## src/rtl/rit_pkg.sv

```systemverilog
package rit_pkg;
  typedef enum logic [1:0] {
    RIT_WAIT  = 2'd0,
    RIT_COUNT = 2'd1,
    RIT_DONE  = 2'd2
  } rit_state_t;
endpackage

```

## src/rtl/rit_counter.sv

```systemverilog
// Down counter: it loads the programmed length and steps down on request.
module rit_counter #(
  parameter int W = 16
) (
  input  logic         clk,
  input  logic         rst,
  input  logic         load,
  input  logic [W-1:0] load_val,
  input  logic         dec,
  output logic         at_one
);
  localparam logic [W-1:0] ONE = W'(1);

  logic [W-1:0] cnt;

  always_ff @(posedge clk) begin
    if (rst)                  cnt <= '0;
    else if (load)            cnt <= load_val;
    else if (dec && cnt != 0) cnt <= cnt - ONE;
  end

  assign at_one = (cnt == ONE);
endmodule

```

## src/rtl/rit_flag.sv

```systemverilog
// Sticky flag: clearing takes priority over setting.
module rit_flag (
  input  logic clk,
  input  logic rst,
  input  logic set,
  input  logic clr,
  output logic q
);
  always_ff @(posedge clk) begin
    if (rst)      q <= 1'b0;
    else if (clr) q <= 1'b0;
    else if (set) q <= 1'b1;
  end
endmodule

```

## src/rtl/rit_ctrl.sv

```systemverilog
// Sequencer: waiting, counting and expired states, plus command priority.
module rit_ctrl
  import rit_pkg::*;
(
  input  logic clk,
  input  logic rst,
  input  logic bit_tick,
  input  logic char_rx,
  input  logic val_zero,
  input  logic cmd_arm,
  input  logic cmd_restart,
  input  logic at_one,
  output logic load,
  output logic dec,
  output logic set_flag,
  output logic clr_flag,
  output logic busy
);
  rit_state_t st, nxt;

  always_comb begin
    nxt      = st;
    load     = 1'b0;
    dec      = 1'b0;
    set_flag = 1'b0;
    clr_flag = 1'b0;
    if (cmd_arm) begin
      clr_flag = 1'b1;
      nxt      = RIT_WAIT;
    end else if (cmd_restart && !val_zero) begin
      load = 1'b1;
      nxt  = RIT_COUNT;
    end else begin
      unique case (st)
        RIT_WAIT: begin
          if (char_rx && !val_zero) begin
            load = 1'b1;
            nxt  = RIT_COUNT;
          end
        end
        RIT_COUNT: begin
          if (val_zero) begin
            nxt = RIT_WAIT;
          end else if (char_rx) begin
            load = 1'b1;
          end else if (bit_tick) begin
            if (at_one) begin
              set_flag = 1'b1;
              nxt      = RIT_DONE;
            end else begin
              dec = 1'b1;
            end
          end
        end
        RIT_DONE: nxt = RIT_DONE;
        default:  nxt = RIT_WAIT;
      endcase
    end
  end

  always_ff @(posedge clk) begin
    if (rst) begin
      st   <= RIT_WAIT;
      busy <= 1'b0;
    end else begin
      st   <= nxt;
      busy <= (nxt == RIT_COUNT);
    end
  end
endmodule

```

## src/rtl/rx_idle_timer.sv

```systemverilog
module rx_idle_timer #(
  parameter int CNT_W = 16
) (
  input  logic             clk,
  input  logic             rst,
  input  logic             bit_tick,
  input  logic             char_rx,
  input  logic [CNT_W-1:0] timeout_val,
  input  logic             cmd_arm_next,
  input  logic             cmd_restart,
  output logic             timeout_flag,
  output logic             busy
);
  logic val_zero, load, dec, set_flag, clr_flag, at_one;

  assign val_zero = (timeout_val == '0);

  rit_ctrl u_ctrl (
    .clk(clk), .rst(rst), .bit_tick(bit_tick), .char_rx(char_rx),
    .val_zero(val_zero), .cmd_arm(cmd_arm_next), .cmd_restart(cmd_restart),
    .at_one(at_one), .load(load), .dec(dec), .set_flag(set_flag),
    .clr_flag(clr_flag), .busy(busy)
  );

  rit_counter #(.W(CNT_W)) u_cnt (
    .clk(clk), .rst(rst), .load(load), .load_val(timeout_val),
    .dec(dec), .at_one(at_one)
  );

  rit_flag u_flag (
    .clk(clk), .rst(rst), .set(set_flag), .clr(clr_flag), .q(timeout_flag)
  );
endmodule

```

## config.mk

```make
export PLATFORM = sky130hd
export DESIGN_NAME = rx_idle_timer
export DESIGN_NICKNAME = d
export VERILOG_FILES = /design/src/rtl/rit_pkg.sv /design/src/rtl/rit_counter.sv /design/src/rtl/rit_flag.sv /design/src/rtl/rit_ctrl.sv /design/src/rtl/rx_idle_timer.sv
export SDC_FILE = /design/constraint.sdc
export NUM_CORES = 1
export LEC_CHECK = 0
export BUFFER_PORTS_ARGS = -buffer_cell sky130_fd_sc_hd__clkbuf_2
export CORE_MARGIN = 5
export CORE_UTILIZATION = 45
export CTS_BUF_LIST = sky130_fd_sc_hd__clkbuf_8
export CTS_CLUSTER_SIZE = 12
export DETAILED_ROUTE_END_ITERATION = 12
export PLACE_DENSITY = 0.76
export SYNTH_ARGS = -nofsm -noshare
export SYNTH_HDL_FRONTEND = slang
export SYNTH_HIERARCHICAL = 1
export SYNTH_SLANG_ARGS = --single-unit
```

## constraint.sdc

```tcl
create_clock -name clk -period 3.3 [get_ports clk]
set_clock_uncertainty 0.05 [all_clocks]
set_input_delay 0.33 -clock clk [delete_from_list [all_inputs] [get_ports clk]]
set_output_delay 0.33 -clock clk [all_outputs]
set_load 0.05 [all_outputs]
```

==> results.md <==
Logic synthesis:
- The average footprint of a synthesized cell is 8.11 um2.
- The count of different cell masters after synthesis is 47.
- The share of Yosys cell area claimed by the top area cell type is 0.321.
- The number of nets in the synthesized netlist is 178.
- The cell count after synthesis came out at 154.
- The synthesized design contains 20 register bits.
- In the post-synthesis netlist, the biggest area contributors are sky130_fd_sc_hd__dfxtp_1, sky130_fd_sc_hd__nor2_1, sky130_fd_sc_hd__a311oi_1.
- The share of synthesized registers carrying an async set or reset is 0.
- The synthesized design spends more area on one cell type than any other, namely sky130_fd_sc_hd__dfxtp_1.
- The cell area that synthesis handed to floorplanning was 1250 um2.
- The number of synthesized flops with an enable pin is 0.
- The most used flip-flop cell after synthesis is sky130_fd_sc_hd__dfxtp_1.
- The count of yosys warnings during synthesis is 6.
- The sequential element share of the synthesized area is 0.321.

Critical path:
- The signal on the critical path passes through clkbuf_2, nor4_1, and4_1, nor4_1, nand3_1, nor2_1, or4bb_1, or4b_4, or4_1, a311oi_1.
- The register-to-register path setup slack is 0.42 ns.
- The worst register-to-register path ends at u_cnt/cnt[7].
- STA classifies the critical path startpoint as a primary input.
- The arrival time reported for the critical path endpoint is 3.15 ns.
- The largest individual stage delay along the critical path comes from the cell sky130_fd_sc_hd__or4b_4.
- In this design, the critical path's most frequently occurring cell is sky130_fd_sc_hd__nor4_1.
- Counting buffers and inverters, the worst setup path is 10 cells deep.
- Measured in cells, the most critical reg-to-reg path has a length of 10.
- The timing startpoint of the critical path is timeout_val[4].
- The required time of the critical path is 3.42 ns.
- In this run the worst path has a maximum fanout of 4.
- The type of the worst setup path is in2reg.
- The peak per-stage delay on the critical path is 0.55 ns.
- The critical path ends at u_cnt/cnt[14].
- The type of destination of the critical path is a flip-flop.
- The number of buffers and inverters on the critical path is 1.
- The cell family contributing the most delay on the critical path is simple AND/OR/NAND/NOR gates.
- The startpoint identified for the worst register-to-register timing path is u_cnt/cnt[8].

Pwr:
- The ratio of total power to cell area is 387 nW/um2.
- The power share of the combinational group is 0.212.
- Of the total power, the share spent switching nets is 0.305.
- The worst ir drop on vdd is 0.265 mV.
- The switching component of the power is 171 uW.
- The internal power consumption is 390 uW.
- The power share of the clock group is 0.290.
- For this design the static power due to leakage is 0.000544 uW.
- Of the total power, registers draw 0.498.

GRT:
- The via count of the first global-routing pass was 1328.
- The maximum number of pins on one net before global-route repair is 23.
- In the global route stage, overall resource usage came out at 0.176.
- The global-route wire length before repair is 5830 um.
- The total congestion overflow after global routing is 0.
- The initial antenna violation count is 0.

Placement:
- The count of buffers inserted at the top-level ports is 23.
- The HPWL after detailed placement is 2530 um.
- The placer's final routability congestion estimate is 0.918.
- The pre-CTS worst setup slack is 0.114 ns.

Timing:
- The post-route clock period utilization is 0.917.
- The max-slew headroom at the worst pin is 0.519.
- Setup repair after global routing left no endpoint under its margin.
- At the pin with the least slew margin, the transition time is 0.720 ns.
- The max-slew violation count came to 0.
- The number of failing setup endpoints in the final timing report is 0.
- The final worst slack is 0.273 ns.
- The hold violation count in the final report came to 0.
- After layout, the minimum clock period comes to 3.03 ns.
- For this run, the top clock speed supported by timing is 0.330 GHz.
- For the final routed database, the setup TNS stands at 0 ns.

Route:
- For this block, the initial DRC count from the detailed router was 46.
- The number of iterations in the first detailed-routing pass is 4.
- The final route contains 1347 vias.
- In the routed design, unresolved DRC markers number 0.
- The average wire per cell in the routed design is 16.1 um.
- Wires add up to 3360 um.
- Dividing the detail-routed via count by the number of cells gives 6.44.
- Once detail routing completed, the nets flagged for antenna violations numbered 0.

Cells and area:
- From synthesis to final layout, the design area changed by 16.1%.
- The final antenna diode count is 0.
- The fill cell total of the finished layout is 285.
- The net count of the finished layout is 204.
- The ratio of cells with drive above 1 in the final layout is 0.219.

Clock network:
- After clock tree synthesis, the clock-pin slew on the worst setup and hold paths is 0.08 ns.
- The clock root buffer master is sky130_fd_sc_hd__clkbuf_8.
- The number of hold buffers added after CTS was 0.
- TritonCTS built the clock tree.
- The number of H-tree levels is 1.
- At the later pin of the worst-skew pair, clock insertion delay measures 0.26 ns.
- After clock tree synthesis, the repair step resized 0 gates.
- The number of buffers inserted during clock tree synthesis is 3.
- The number of buffers between clock root and the deepest sink is 2.
- Clock tree synthesis found a total of 20 sinks.
- Once the clock tree was built, the setup fixing pass inserted 0 buffers.

Floorplanning:
- The die is 62.7 um tall.
- The region available for standard cell placement spans 2710 um2.
- The floorplan has 19 rows.
- The effective utilization at floorplan is 0.461.
- The overall die area is 3930 um2.
- The number of I/O pins is 24.
- The x dimension of the die is 62.7 um.

Outcome:
- The flow ran to the end, and the final reports show no timing, DRC or antenna violations.

Min path:
- The path class of the tightest hold or removal check is in2reg.

Job:
- The count of max-cap constraint violations is 0.
## power by group through the flow
| stage | clock, uW | combinational [uW] | sequential, uW |
|---|---|---|---|
| floorplan | 0 | 78.6 | 282 |
| global placement | 0 | 113 | 284 |
| detailed placement | 0 | 118 | 285 |
| CTS | 165 | 118 | 279 |
| global route | 176 | 131 | 283 |
| finish | 163 | 119 | 280 |
## per-stage QoR
stage          std cells  hold WS [ns]  power [uW]   util  area [um2]
2_1_floorplan        154         0.349         360      -        1250
5_1_grt              209         0.260         590  0.535        1450
6_report             209         0.254         562  0.535        1450
3_5_place_dp         206         0.435         402  0.520        1410
3_3_place_gp         206         0.431         397  0.520        1410
4_1_cts              209         0.244         563  0.535        1450
## worst min-delay path by stage
stage | startpoint | cells after the start | to | slack, ns
floorplan | rst | 1 | u_ctrl/st[1] | 0.35
global placement | u_flag/q | 2 | u_flag/q | 0.43
detailed placement | u_flag/q | 2 | u_flag/q | 0.44
CTS | cmd_arm_next | 2 | u_flag/q | 0.24
global route | cmd_arm_next | 2 | u_flag/q | 0.26
finish | cmd_arm_next | 2 | u_flag/q | 0.25
## synth_stat cells (2+ instances only)
cell type,instances
sky130_fd_sc_hd__inv_1,9
sky130_fd_sc_hd__nor3_1,8
sky130_fd_sc_hd__nand2_1,7
sky130_fd_sc_hd__nand3_1,3
sky130_fd_sc_hd__ha_1,2
sky130_fd_sc_hd__a21oi_1,6
sky130_fd_sc_hd__a211o_1,2
sky130_fd_sc_hd__o21ai_0,2
sky130_fd_sc_hd__or4_1,3
sky130_fd_sc_hd__a211oi_1,5
sky130_fd_sc_hd__nor2_1,23
sky130_fd_sc_hd__clkbuf_1,4
sky130_fd_sc_hd__and4_1,2
sky130_fd_sc_hd__nor4_1,8
sky130_fd_sc_hd__a311oi_1,8
sky130_fd_sc_hd__a2111oi_0,4
sky130_fd_sc_hd__dfxtp_1,20
sky130_fd_sc_hd__nor2b_1,3
sky130_fd_sc_hd__nand4_1,4
sky130_fd_sc_hd__nor3b_1,3
sky130_fd_sc_hd__o31ai_1,2
## cells by family (layout without fill, tap and decap cells)
kind of cell	after synthesis	after routing	synth area share
fa+ha+maj	2	2	0.0200
simple gates	77	77	0.365
mux	1	1	0.00802
buf+inv	16	40	0.0521
compound gates	36	36	0.220
xor+xnor	2	2	0.0140
flops	20	20	0.321
## area by class of cell
class | count | area [um2] | area share
sequential | 20 | 400 | 0.276
tap | 31 | 38.8 | 0.0267
inverter | 9 | 33.8 | 0.0233
timing repair buffer | 28 | 153 | 0.105
clock buffer | 3 | 41.3 | 0.0285
multi-input combinational | 118 | 783 | 0.540
## per-layer routing
| layer | GRT usage | share of wire |
|---|---|---|
| met5 | 0 | 0 |
| met4 | 0.0743 | 0.016 |
| met3 | 0.0234 | 0.044 |
| met2 | 0.308 | 0.50 |
| met1 | 0.213 | 0.44 |
## state kept, by name, indices dropped and copies added (netlist names)
| register | count |
|---|---|
| u_ctrl/st | 2 |
| u_cnt/cnt | 16 |
| u_flag/q | 1 |
| u_ctrl/busy | 1 |
## layout by cell type, fill, tap and decap left out, types with 4 or more instances in the layout
master,count
sky130_fd_sc_hd__nand4_1,4
sky130_fd_sc_hd__a311oi_1,8
sky130_fd_sc_hd__dfxtp_1,20
sky130_fd_sc_hd__a21oi_1,6
sky130_fd_sc_hd__clkbuf_2,23
sky130_fd_sc_hd__nor2_1,23
sky130_fd_sc_hd__nand2_1,7
sky130_fd_sc_hd__a2111oi_0,4
sky130_fd_sc_hd__a211oi_1,5
sky130_fd_sc_hd__buf_4,5
sky130_fd_sc_hd__nor4_1,8
sky130_fd_sc_hd__nor3_1,8
sky130_fd_sc_hd__inv_1,9
Note: power is estimated with default switching activity, not from simulation.
